### config.mk
export PLATFORM = sky130hd
export DESIGN_NAME = prog_sop_array
export DESIGN_NICKNAME = d
export VERILOG_FILES = /design/src/rtl/pla_pkg.sv /design/src/rtl/pla_cfg_store.sv /design/src/rtl/pla_and_plane.sv /design/src/rtl/pla_or_plane.sv /design/src/rtl/prog_sop_array.sv
export SDC_FILE = /design/constraint.sdc
export NUM_CORES = 1
export LEC_CHECK = 0
export BUFFER_PORTS_ARGS = -buffer_cell sky130_fd_sc_hd__buf_2
export CAP_MARGIN = 20
export CORE_MARGIN = 3
export CORE_UTILIZATION = 40
export CTS_CLUSTER_DIAMETER = 60
export DETAILED_ROUTE_END_ITERATION = 10
export GPL_TIMING_DRIVEN = 0
export PLACE_DENSITY = 0.57
export SLEW_MARGIN = 20
export SYNTH_ARGS = -nofsm -noshare
export SYNTH_HDL_FRONTEND = slang
export SYNTH_HIERARCHICAL = 1
export SYNTH_SLANG_ARGS = --single-unit
### constraint.sdc
create_clock -name clk -period 2.55 [get_ports clk]
set_clock_uncertainty 0.05 [all_clocks]
set_input_delay 0.255 -clock clk [delete_from_list [all_inputs] [get_ports clk]]
set_output_delay 0.255 -clock clk [all_outputs]
set_load 0.03 [all_outputs]
### src/rtl/pla_pkg.sv
// Package: shared types for the programmable AND-OR array.
// Assumes: a one-bit plane select on the configuration port.
package pla_pkg;

    typedef enum logic {
        PLANE_AND = 1'b0,
        PLANE_OR  = 1'b1
    } plane_e;

    // Smallest index width able to address `count` rows (never below 1).
    function automatic int idx_width(input int count);
        return (count > 1) ? $clog2(count) : 1;
    endfunction

endpackage

### src/rtl/pla_cfg_store.sv
// Module: configuration registers for both planes.
// Decodes the addressed write port into per-row enables. Out-of-range
// rows never match a decode, so such writes are dropped.
// Assumes: DATA_W >= 2*N_IN and DATA_W >= N_TERM; synchronous active-low reset.
module pla_cfg_store
    import pla_pkg::*;
#(
    parameter int N_IN   = 4,
    parameter int N_TERM = 8,
    parameter int N_OUT  = 4,
    parameter int ROW_W  = 3,
    parameter int DATA_W = 8
) (
    input  logic                                clk,
    input  logic                                rst_n,
    input  logic                                cfg_we,
    input  logic                                cfg_plane,
    input  logic [ROW_W-1:0]                    cfg_row,
    input  logic [DATA_W-1:0]                   cfg_data,
    output logic [N_TERM-1:0][2*N_IN-1:0]       and_cfg,
    output logic [N_OUT-1:0][N_TERM-1:0]        or_cfg
);

    localparam int AND_W = 2 * N_IN;

    logic hit_and;
    logic hit_or;

    // Qualify the strobe with the plane select.
    always_comb begin
        hit_and = cfg_we && (cfg_plane == PLANE_AND);
        hit_or  = cfg_we && (cfg_plane == PLANE_OR);
    end

    genvar r;
    generate
        for (r = 0; r < N_TERM; r++) begin : g_and_row
            logic wr_en;
            assign wr_en = hit_and && (cfg_row == ROW_W'(r));

            // Hold or load one AND-plane row.
            always_ff @(posedge clk) begin
                if (!rst_n)     and_cfg[r] <= '0;
                else if (wr_en) and_cfg[r] <= cfg_data[AND_W-1:0];
            end


            and_load_chk: assert property (@(posedge clk) disable iff (!rst_n)
                (cfg_we && cfg_plane == 1'b0 && cfg_row == ROW_W'(r))
                |=> (and_cfg[r] == $past(cfg_data[AND_W-1:0])));

            and_hold_chk: assert property (@(posedge clk) disable iff (!rst_n)
                !(cfg_we && cfg_plane == 1'b0 && cfg_row == ROW_W'(r))
                |=> $stable(and_cfg[r]));

            and_clear_chk: assert property (@(posedge clk)
                !rst_n |=> (and_cfg[r] == '0));
        end

        for (r = 0; r < N_OUT; r++) begin : g_or_row
            logic wr_en;
            assign wr_en = hit_or && (cfg_row == ROW_W'(r));

            // Hold or load one OR-plane row.
            always_ff @(posedge clk) begin
                if (!rst_n)     or_cfg[r] <= '0;
                else if (wr_en) or_cfg[r] <= cfg_data[N_TERM-1:0];
            end


            or_load_chk: assert property (@(posedge clk) disable iff (!rst_n)
                (cfg_we && cfg_plane == 1'b1 && cfg_row == ROW_W'(r))
                |=> (or_cfg[r] == $past(cfg_data[N_TERM-1:0])));

            or_hold_chk: assert property (@(posedge clk) disable iff (!rst_n)
                !(cfg_we && cfg_plane == 1'b1 && cfg_row == ROW_W'(r))
                |=> $stable(or_cfg[r]));

            or_clear_chk: assert property (@(posedge clk)
                !rst_n |=> (or_cfg[r] == '0));
        end
    endgenerate

endmodule

### src/rtl/pla_and_plane.sv
// Module: AND plane. Each row holds one bit pair per input:
// even bit = true literal, odd bit = complemented literal.
// An empty row evaluates to 0. A row holding both literals of one input
// evaluates to 0 as a natural consequence.
// Assumes: purely combinational, rows are stable between writes.
module pla_and_plane #(
    parameter int N_IN   = 4,
    parameter int N_TERM = 8
) (
    input  logic [N_TERM-1:0][2*N_IN-1:0] and_cfg,
    input  logic [N_IN-1:0]               din,
    output logic [N_TERM-1:0]             terms
);

    genvar t;
    generate
        for (t = 0; t < N_TERM; t++) begin : g_term
            logic [N_IN-1:0] lit_ok;

            // Per input: every selected literal must be satisfied.
            always_comb begin
                for (int i = 0; i < N_IN; i++) begin
                    lit_ok[i] = (!and_cfg[t][2*i]   ||  din[i]) &&
                                (!and_cfg[t][2*i+1] || !din[i]);
                end
            end

            // An unused row is forced low instead of reading as a wide AND of ones.
            assign terms[t] = (|and_cfg[t]) && (&lit_ok);
        end
    endgenerate

endmodule

### src/rtl/pla_or_plane.sv
// Module: OR plane. Output o is the OR of the terms its row selects.
// Any term may feed any number of outputs.
// Assumes: purely combinational; an empty row drives 0.
module pla_or_plane #(
    parameter int N_TERM = 8,
    parameter int N_OUT  = 4
) (
    input  logic [N_OUT-1:0][N_TERM-1:0] or_cfg,
    input  logic [N_TERM-1:0]            terms,
    output logic [N_OUT-1:0]             dout
);

    genvar o;
    generate
        for (o = 0; o < N_OUT; o++) begin : g_out
            // Gate the term pool with this output's row and reduce.
            assign dout[o] = |(or_cfg[o] & terms);
        end
    endgenerate

endmodule

### src/rtl/prog_sop_array.sv
// Module: top of the programmable AND-OR array.
// Configuration registers feed a combinational AND plane and OR plane.
// Assumes: synchronous active-low reset; writes land on the sampling edge.
module prog_sop_array
    import pla_pkg::*;
#(
    parameter int N_IN   = 4,
    parameter int N_TERM = 8,
    parameter int N_OUT  = 4,
    localparam int AND_W  = 2 * N_IN,
    localparam int DATA_W = (AND_W > N_TERM) ? AND_W : N_TERM,
    localparam int ROW_W  = idx_width((N_TERM > N_OUT) ? N_TERM : N_OUT)
) (
    input  logic              clk,
    input  logic              rst_n,
    input  logic              cfg_we,
    input  logic              cfg_plane,
    input  logic [ROW_W-1:0]  cfg_row,
    input  logic [DATA_W-1:0] cfg_data,
    input  logic [N_IN-1:0]   din,
    output logic [N_OUT-1:0]  dout
);

    logic [N_TERM-1:0][AND_W-1:0]  and_cfg;
    logic [N_OUT-1:0][N_TERM-1:0]  or_cfg;
    logic [N_TERM-1:0]             terms;

    pla_cfg_store #(
        .N_IN(N_IN), .N_TERM(N_TERM), .N_OUT(N_OUT),
        .ROW_W(ROW_W), .DATA_W(DATA_W)
    ) cfg_i (
        .clk(clk), .rst_n(rst_n),
        .cfg_we(cfg_we), .cfg_plane(cfg_plane),
        .cfg_row(cfg_row), .cfg_data(cfg_data),
        .and_cfg(and_cfg), .or_cfg(or_cfg)
    );

    pla_and_plane #(.N_IN(N_IN), .N_TERM(N_TERM)) and_i (
        .and_cfg(and_cfg), .din(din), .terms(terms)
    );

    pla_or_plane #(.N_TERM(N_TERM), .N_OUT(N_OUT)) or_i (
        .or_cfg(or_cfg), .terms(terms), .dout(dout)
    );

    genvar t, o;
    generate
        for (t = 0; t < N_TERM; t++) begin : g_term_chk
            logic [N_IN-1:0] clash;
            // Flag inputs whose true and complemented literal are both selected.
            always_comb begin
                for (int i = 0; i < N_IN; i++)
                    clash[i] = and_cfg[t][2*i] && and_cfg[t][2*i+1];
            end


            empty_term_chk: assert property (@(posedge clk) disable iff (!rst_n)
                (and_cfg[t] == '0) |-> !terms[t]);

            clash_term_chk: assert property (@(posedge clk) disable iff (!rst_n)
                (|clash) |-> !terms[t]);
        end

        for (o = 0; o < N_OUT; o++) begin : g_out_chk

            empty_out_chk: assert property (@(posedge clk) disable iff (!rst_n)
                (or_cfg[o] == '0) |-> !dout[o]);

            out_source_chk: assert property (@(posedge clk) disable iff (!rst_n)
                dout[o] |-> (|(or_cfg[o] & terms)));
        end
    endgenerate

endmodule

==> impl_metrics.csv, run 1 <==
group,metric,value,unit
status,status,"finished, final reports clean",
yosys,synth_cell_types,22,
drt,dr.max_layer_used,"met4",
drt,firstDrtPassIters,4,
sta,fin_setup_tns,0,ps
critical_path,crit_buf_inv,1,
yosys,synth_seq_cells,96,
clock_network,clk_pin_slew_worst_paths,90,ps
floorplanning,core_area,0.0104,mm²
power_and_ir_drop,power.leakage,2.11,nW
drt,drc,0,
clock_network,holdBufCountCts,0,
sta,max_slew.worst_pin.slew,811,ps
sta,setup_viol,0,
clock_network,numCtsBuffers,9,
place,postPlaceCellArea,0.00454,mm²
job,cap_violations,0,
clock_network,h-tree-depth,3,
critical_path,startpoint_type,"flip-flop",
clock_network,cts_tree,"done",
critical_path,cp_max_fo,4,
drt,routedWlPerCell,17.7,µm
floorplanning,fp.dieW,109,µm
sta,fin_crit,2350,ps
drt,vias,3222,
place,gp_congestion,0.731,
final_layout,drive_gt1_share,12.6,%
sta,period_share,92.0,%
clock_network,clk_latency,360,ps
clock_network,cts_setup_buffers,0,
place,dp_slack,363,ps
drt,routed-wl-met2,4760,µm
critical_path,critPathKind,"reg -> out",
power_and_ir_drop,ir_drop,0.000555,V
floorplanning,die_h,109,µm
global_route,track_usage,19.1,%
power_and_ir_drop,p_per_area,621,mW/mm²
clock_network,cts_buffer_depth,2,
global_route,first_global_vias,3200,
yosys,synthesis.nets,456,
sta,final_max_slew_viol_count,0,
sta,setup_ws,205,ps
place,portBuffers,18,
global_route,grt.overflow.total,0,
sta,holdWs,145,ps
critical_path,cp.required,2250,ps
drt,avgViaCountPerCell,5.33,
critical_path,crit_arrival,2040,ps
floorplanning,start_util,41.2,%
sta,timing.fmax,0.426,GHz
sta,finalHoldViolCount,0,
critical_path,max_stage_delay,520,ps
critical_path,path_cells,"or4_1 > nor2_1 > nor2_1 > a22oi_1 > nand4_1 > buf_2",
critical_path,cp_common_cell,"nor2_1",
critical_path,end_kind,"primary output",
drt,drt_iter0_markers,114,
clock_network,clock-sinks,96,
final_layout,final_area,0.00478,mm²
final_layout,synthToLayoutAreaGrowth,11.7,%
final_layout,final_nets,485,
critical_path,r2r-start,"cfg_i/and_cfg[33]",
place,dp_hpwl,7490,µm
sta,slew_headroom,45.9,%
clock_network,ctsRootBufferMaster,"clkbuf_8",
power_and_ir_drop,total_power,0.00297,W
floorplanning,rows,37,
floorplanning,io_pins,23,
critical_path,critPathSlowestCell,"or4_1",
clock_network,ctsResizeCount,0,
drt,dr_wl_met3,523,µm
critical_path,path_delay_family,"simple AND/OR/NAND/NOR gates",
yosys,yosys_warnings,6,
global_route,antenna_found_initial,0,
yosys,synthCells,437,
global_route,grt_pass1_wl,17100,µm
sta,rsz0062_at_grt,"false",
drt,ant_nets,0,
yosys,syn_area,0.00428,mm²
floorplanning,dieArea,0.0120,mm²
min_path,min_from,"cfg_data[1]",
min_path,hold_class,"in -> reg",
global_route,grt_start_max_net_pins,15,
final_layout,n_antenna_cell,0,
yosys,yosysSeqAreaShare,45.0,%
drt,wl,10700,µm
yosys,avgSynthCellArea,9.78,µm²
drt,wl_met1,5230,µm
critical_path,crit_start,"cfg_i/and_cfg[53]",
## final timing paths
kind | cells past startpoint | slack, ps | endpoint
setup / recovery | 6 | 200 | dout[0]
hold / removal | 3 | 140 | cfg_i/or_cfg[25]
setup reg to reg | 2 | 1850 | cfg_i/and_cfg[33]
hold reg to reg | 2 | 410 | cfg_i/or_cfg[13]
## cell usage after synthesis
master / count / area [µm²]
buf_4: 3 / 22.5
nand2_2: 1 / 6.26
clkbuf_1: 14 / 52.6
or4_1: 9 / 67.6
nor3b_1: 2 / 15.0
or4_4: 8 / 90.1
buf_1: 3 / 11.3
buf_2: 8 / 40.0
nand2b_1: 3 / 18.8
dfxtp_1: 96 / 1920
or3_1: 1 / 6.26
mux2i_1: 128 / 1280
nor2_1: 17 / 63.8
and3_2: 1 / 7.51
nor2_2: 3 / 18.8
a22oi_1: 16 / 120
buf_6: 2 / 22.5
nand2_1: 106 / 398
nand3_1: 1 / 5.00
nor3_4: 1 / 16.3
nand4_1: 12 / 75.1
nand3b_1: 2 / 15.0
## per-stage QoR
stage / util, % / instances
2_1_floorplan: - / 437
6_report: 46.1 / 605
5_1_grt: 46.1 / 605
4_1_cts: 46.1 / 605
3_3_place_gp: 43.7 / 591
3_5_place_dp: 43.7 / 591
## power breakdown
part	total, W	switching (W)	leakage (nW)	internal, W
logic	0.000231	0.000155	1.21	0.0000765
registers	0.00153	0.0000124	0.775	0.00152
clock network	0.00121	0.000511	0.121	0.000695
## cell type report
type	instances	area (µm²)
fillers	1044	5590
multi-input cells	311	2200
flip-flops and latches	96	1920
well taps	136	170
clock buffers	11	151
plain buffers	30	149
clock inverters	3	90.1
repair buffers	18	90.1
## cells by family after synthesis
family	Yosys count	share of synthesized area, %
compound gates	16	2.81
buf+inv	30	3.48
flops	96	45.0
mux	128	30.0
simple gates	167	18.8
## sequential cells by signal (all words and copies together) (netlist names)
register / count
cfg_i/and_cfg: 64
cfg_i/or_cfg: 32
## placed cells by master (no fill, tap or decap)
| cell type | n |
|---|---|
| nand2b_1 | 3 |
| a22oi_1 | 16 |
| and3_2 | 1 |
| nand2_2 | 1 |
| clkbuf_1 | 14 |
| nand2_1 | 106 |
| or3_1 | 1 |
| nand3b_1 | 2 |
| nand4_1 | 12 |
| or4_4 | 8 |
| nor3b_1 | 2 |
| nor2_2 | 3 |
| mux2i_1 | 128 |
| buf_2 | 26 |
| nor3_4 | 1 |
| nand3_1 | 1 |
| dfxtp_1 | 96 |
| buf_6 | 2 |
| buf_4 | 3 |
| clkbuf_8 | 11 |
| bufinv_16 | 3 |
| or4_1 | 9 |
| buf_1 | 3 |
| nor2_1 | 17 |
## worst register-to-register path: stages (launching register included)
cell     delay (ps)
dfxtp_1         370
nand2_1          60
mux2i_1         140
## metal layers
metal / GRT usage [%] / vias up
met4: 5.08 / 0
met1: 26.2 / 1563
met5: 0 / -
li1: - / 1583
met2: 29.8 / 60
met3: 5.11 / 16
No activity file was read; power rests on OpenSTA's default activity.
==> run 2, diff against run 1 <==
- CTS_BUF_LIST: not set -> sky130_fd_sc_hd__clkbuf_16
==> run 2 against run 1 <==
Net effect:
- core utilization grew 0.78 points
- wire length rose by 1.0%
- sequential power barely moved
- total power grew 9.6%
- setup slack got worse by 3.6 ps
- fmax shrank 0.15%
- via count barely moved
- critical endpoint unchanged
==> impl_metrics.csv, run 2 (same netlist as run 1, synthesis figures left out) <==
group,metric,value,unit
global_route,grt_pass1_wl,17100,µm
clock_network,ctsResizeCount,0,
final_layout,layout_commonest_cell,"mux2i_1",
global_route,grt_start_max_net_pins,15,
drt,drc,0,
sta,final_max_slew_viol_count,0,
job,cap_violations,0,
clock_network,h-tree-depth,3,
drt,vias,3220,
clock_network,clock-sinks,96,
final_layout,synthToLayoutAreaGrowth,13.6,%
final_layout,n_antenna_cell,0,
floorplanning,fp.dieW,109,µm
place,dp_hpwl,7490,µm
floorplanning,die_h,109,µm
sta,rsz0062_at_grt,"false",
sta,fin_crit,2350,ps
critical_path,cp.required,2250,ps
drt,routedWlPerCell,17.9,µm
floorplanning,io_pins,23,
global_route,grt.overflow.total,0,
power_and_ir_drop,power.leakage,2.14,nW
sta,setup_ws,201,ps
power_and_ir_drop,ir_drop,0.000373,V
sta,period_share,92.1,%
final_layout,drive_gt1_share,12.2,%
clock_network,holdBufCountCts,0,
sta,finalHoldViolCount,0,
clock_network,clk_latency,340,ps
final_layout,fin_cells,605,
global_route,track_usage,19.2,%
clock_network,clk_pin_slew_worst_paths,70,ps
final_layout,regMostFlops,"cfg_i/and_cfg",
floorplanning,core_area,0.0104,mm²
critical_path,end_kind,"primary output",
place,gp_congestion,0.731,
clock_network,ctsRootBufferMaster,"clkbuf_16",
floorplanning,start_util,41.2,%
min_path,hold_class,"in -> reg",
status,status,"finished, final reports clean",
power_and_ir_drop,p_per_area,669,mW/mm²
sta,timing.fmax,0.426,GHz
drt,firstDrtPassIters,4,
sta,slew_headroom,46.9,%
drt,drt_iter0_markers,113,
final_layout,final_cell_mix,"128 x mux2i_1, 106 x nand2_1, 96 x dfxtp_1",
critical_path,critPathKind,"reg -> out",
place,dp_cells,591,
drt,ant_nets,0,
clock_network,numCtsBuffers,9,
drt,avgViaCountPerCell,5.32,
drt,wl,10800,µm
final_layout,largest_reg_flops,64,
clock_network,cts_buffer_depth,2,
sta,setup_viol,0,
sta,fin_setup_tns,0,ps
place,portBuffers,18,
floorplanning,rows,37,
clock_network,cts_tree,"done",
critical_path,startpoint_type,"flip-flop",
critical_path,cp_max_fo,4,
power_and_ir_drop,total_power,0.00325,W
final_layout,final_nets,485,
critical_path,crit_arrival,2040,ps
sta,max_slew.worst_pin.slew,796,ps
global_route,antenna_found_initial,0,
clock_network,cts_setup_buffers,0,
place,dp_slack,363,ps
global_route,first_global_vias,3217,
final_layout,largestRegisters,"cfg_i/and_cfg x64, cfg_i/or_cfg x32",
floorplanning,dieArea,0.0120,mm²
-- run 2: changes by cell type in the layout (fill, tap and decap cells not counted), sizes merged --
cell / before / now
clkbuf: 25 / 23
clkinv: 0 / 2
-- run 2: power breakdown --
part	internal (W)	total (W)	switching (W)	leakage (nW)
logic	0.0000765	0.000232	0.000155	1.21
registers	0.00152	0.00153	0.0000125	0.775
clock network	0.000941	0.00149	0.000549	0.156
-- run 2: critical path, stage by stage, from the launching register on --
cell,delay [ps]
dfxtp_1,320
or4_1,520
nor2_1,110
nor2_1,120
a22oi_1,270
nand4_1,140
buf_2,210
-- run 2: layer usage --
metal	GRT usage, %	wire length, µm	vias to the layer above
met5	0	0	-
met4	6.23	215	0
met3	4.93	412	15
met2	29.9	4840	52
met1	26.0	5370	1569
li1	-	-	1584
-- run 2: path summary, 6_finish.rpt --
kind | startpoint | to | slack (ps) | cells past startpoint
worst max-delay path | cfg_i/and_cfg[53] | dout[0] | 200 | 6
worst min-delay path | cfg_data[1] | cfg_i/or_cfg[17] | 170 | 3
worst max register to register | cfg_i/and_cfg[32] | cfg_i/and_cfg[32] | 1850 | 2
worst min register to register | cfg_i/or_cfg[13] | cfg_i/or_cfg[13] | 410 | 2
-- run 2: layout make-up --
class,count,area [µm²]
Fill cell,1027,5510
Multi-Input combinational cell,311,2200
Sequential cell,96,1920
Clock buffer,9,225
Tap cell,136,170
Buffer,30,149
Clock inverter,5,97.6
Timing Repair Buffer,18,90.1
-- run 2: through the flow --
stage          util, %  area, µm²  hold WS (ps)
2_1_floorplan        -       4280           385
3_3_place_gp      43.7       4540           393
3_5_place_dp      43.7       4540           400
4_1_cts           46.9       4860           165
5_1_grt           46.9       4860           178
6_report          46.9       4860           173
==> run 3, diff against run 2 <==
- CORE_UTILIZATION: 40 -> 35
- PLACE_DENSITY: 0.57 -> 0.52
==> run 3 against run 2 <==
Net effect:
- via count shrank 0.34%
- fmax is 0.54% higher
- non-clock buffer count unchanged
- first-iteration DRC count up 68%
- final cell count rose by 1.3%
- hold slack got worse by 4.0 ps
- combinational power is essentially flat
- global-route usage shrank 1.3 points
- total power fell by 5.9%
- setup slack improved by 13 ps
- final area down 0.75%
==> impl_metrics.csv, run 3 (same netlist as run 1, synthesis figures left out) <==
group,metric,value,unit
clock_network,cts_buffer_depth,2,
power_and_ir_drop,ir_drop,0.000323,V
drt,routedWlPerCell,18.1,µm
floorplanning,io_pins,23,
min_path,hold_class,"in -> reg",
drt,drc,0,
sta,timing.fmax,0.428,GHz
sta,period_share,91.6,%
place,portBuffers,18,
clock_network,clk_latency,340,ps
final_layout,largestRegisters,"cfg_i/and_cfg x64, cfg_i/or_cfg x32",
global_route,grt_start_max_net_pins,15,
final_layout,final_nets,485,
floorplanning,die_h,117,µm
power_and_ir_drop,power.leakage,2.13,nW
final_layout,final_cell_mix,"128 x mux2i_1, 106 x nand2_1, 96 x dfxtp_1",
floorplanning,fp.dieW,117,µm
sta,fin_setup_tns,0,ps
final_layout,largest_reg_flops,64,
global_route,track_usage,17.9,%
clock_network,numCtsBuffers,9,
critical_path,startpoint_type,"flip-flop",
sta,setup_ws,214,ps
clock_network,h-tree-depth,3,
global_route,grt.overflow.total,0,
global_route,first_global_vias,3282,
clock_network,cts_tree,"done",
drt,ant_nets,0,
critical_path,critPathKind,"reg -> out",
final_layout,drive_gt1_share,12.3,%
clock_network,clock-sinks,96,
final_layout,multiInputGateArea,0.00220,mm²
place,dp_hpwl,7600,µm
global_route,grt_pass1_wl,18000,µm
drt,avgViaCountPerCell,5.23,
clock_network,ctsRootBufferMaster,"clkbuf_16",
place,gp_congestion,0.765,
critical_path,r2r-start,"cfg_i/and_cfg[43]",
drt,vias,3209,
sta,max_slew.worst_pin.slew,914,ps
final_layout,n_antenna_cell,0,
job,cap_violations,0,
sta,setup_viol,0,
final_layout,synthToLayoutAreaGrowth,12.8,%
floorplanning,rows,39,
global_route,antenna_found_initial,0,
drt,wl,11100,µm
critical_path,crit_start,"cfg_i/and_cfg[53]",
min_path,min_from,"cfg_data[0]",
place,dp_slack,290,ps
floorplanning,core_area,0.0117,mm²
clock_network,clk_pin_slew_worst_paths,60,ps
critical_path,end_kind,"primary output",
critical_path,crit_arrival,2030,ps
final_layout,final_util,41.3,%
critical_path,cp_max_fo,4,
sta,fin_crit,2340,ps
final_layout,regMostFlops,"cfg_i/and_cfg",
status,status,"finished, final reports clean",
sta,rsz0062_at_grt,"false",
sta,slew_headroom,39.1,%
sta,finalHoldViolCount,0,
sta,final_max_slew_viol_count,0,
floorplanning,start_util,36.7,%
floorplanning,dieArea,0.0136,mm²
final_layout,register_area,0.00192,mm²
drt,drt_iter0_markers,190,
final_layout,fillers,1147,
drt,firstDrtPassIters,4,
critical_path,cp.required,2250,ps
power_and_ir_drop,p_per_area,635,mW/mm²
clock_network,cts_setup_buffers,0,
final_layout,layout_commonest_cell,"mux2i_1",
clock_network,ctsResizeCount,0,
clock_network,holdBufCountCts,0,
run 3: final cells by class:
class	instances	area share (%)
buffer	30	3.09
clock inverter	6	1.09
tap	143	3.71
timing repair buffer	18	1.87
clock buffer	9	4.67
multi-input combinational	311	45.7
sequential	96	39.9
run 3: report_power, final:
group	internal (W)	total, W	leakage (nW)	switching, W
registers	0.00152	0.00153	0.775	0.0000123
clock network	0.000742	0.00130	0.144	0.000554
logic	0.0000765	0.000234	1.21	0.000157
run 3: path summary, 6_finish.rpt:
kind | endpoint | slack, ps | cells past startpoint
setup / recovery | dout[0] | 210 | 6
hold / removal | cfg_i/or_cfg[16] | 170 | 3
setup reg to reg | cfg_i/and_cfg[43] | 1860 | 2
hold reg to reg | cfg_i/or_cfg[23] | 410 | 2
run 3: worst max-delay path: stages (launching register included):
cell and delay [ps]:
dfxtp_1 330, or4_1 510, nor2_1 110, nor2_1 120, a22oi_1 230, nand4_1 160
buf_2 220
run 3: through the flow:
step | std cells | cell area (µm²) | hold WS [ps] | power [W]
floorplan | 437 | 4280 | 385 | 0.00171
global placement | 598 | 4540 | 393 | 0.00180
detailed placement | 598 | 4540 | 401 | 0.00180
CTS | 613 | 4820 | 159 | 0.00310
global route | 613 | 4820 | 176 | 0.00319
finish | 613 | 4820 | 169 | 0.00306
run 3: layer usage:
layer	routed length (µm)	track usage, %	up-vias
li1	-	-	1587
met1	5460	23.7	1552
met2	5020	28.6	54
met3	395	5.03	16
met4	216	5.03	0
met5	0	0	-
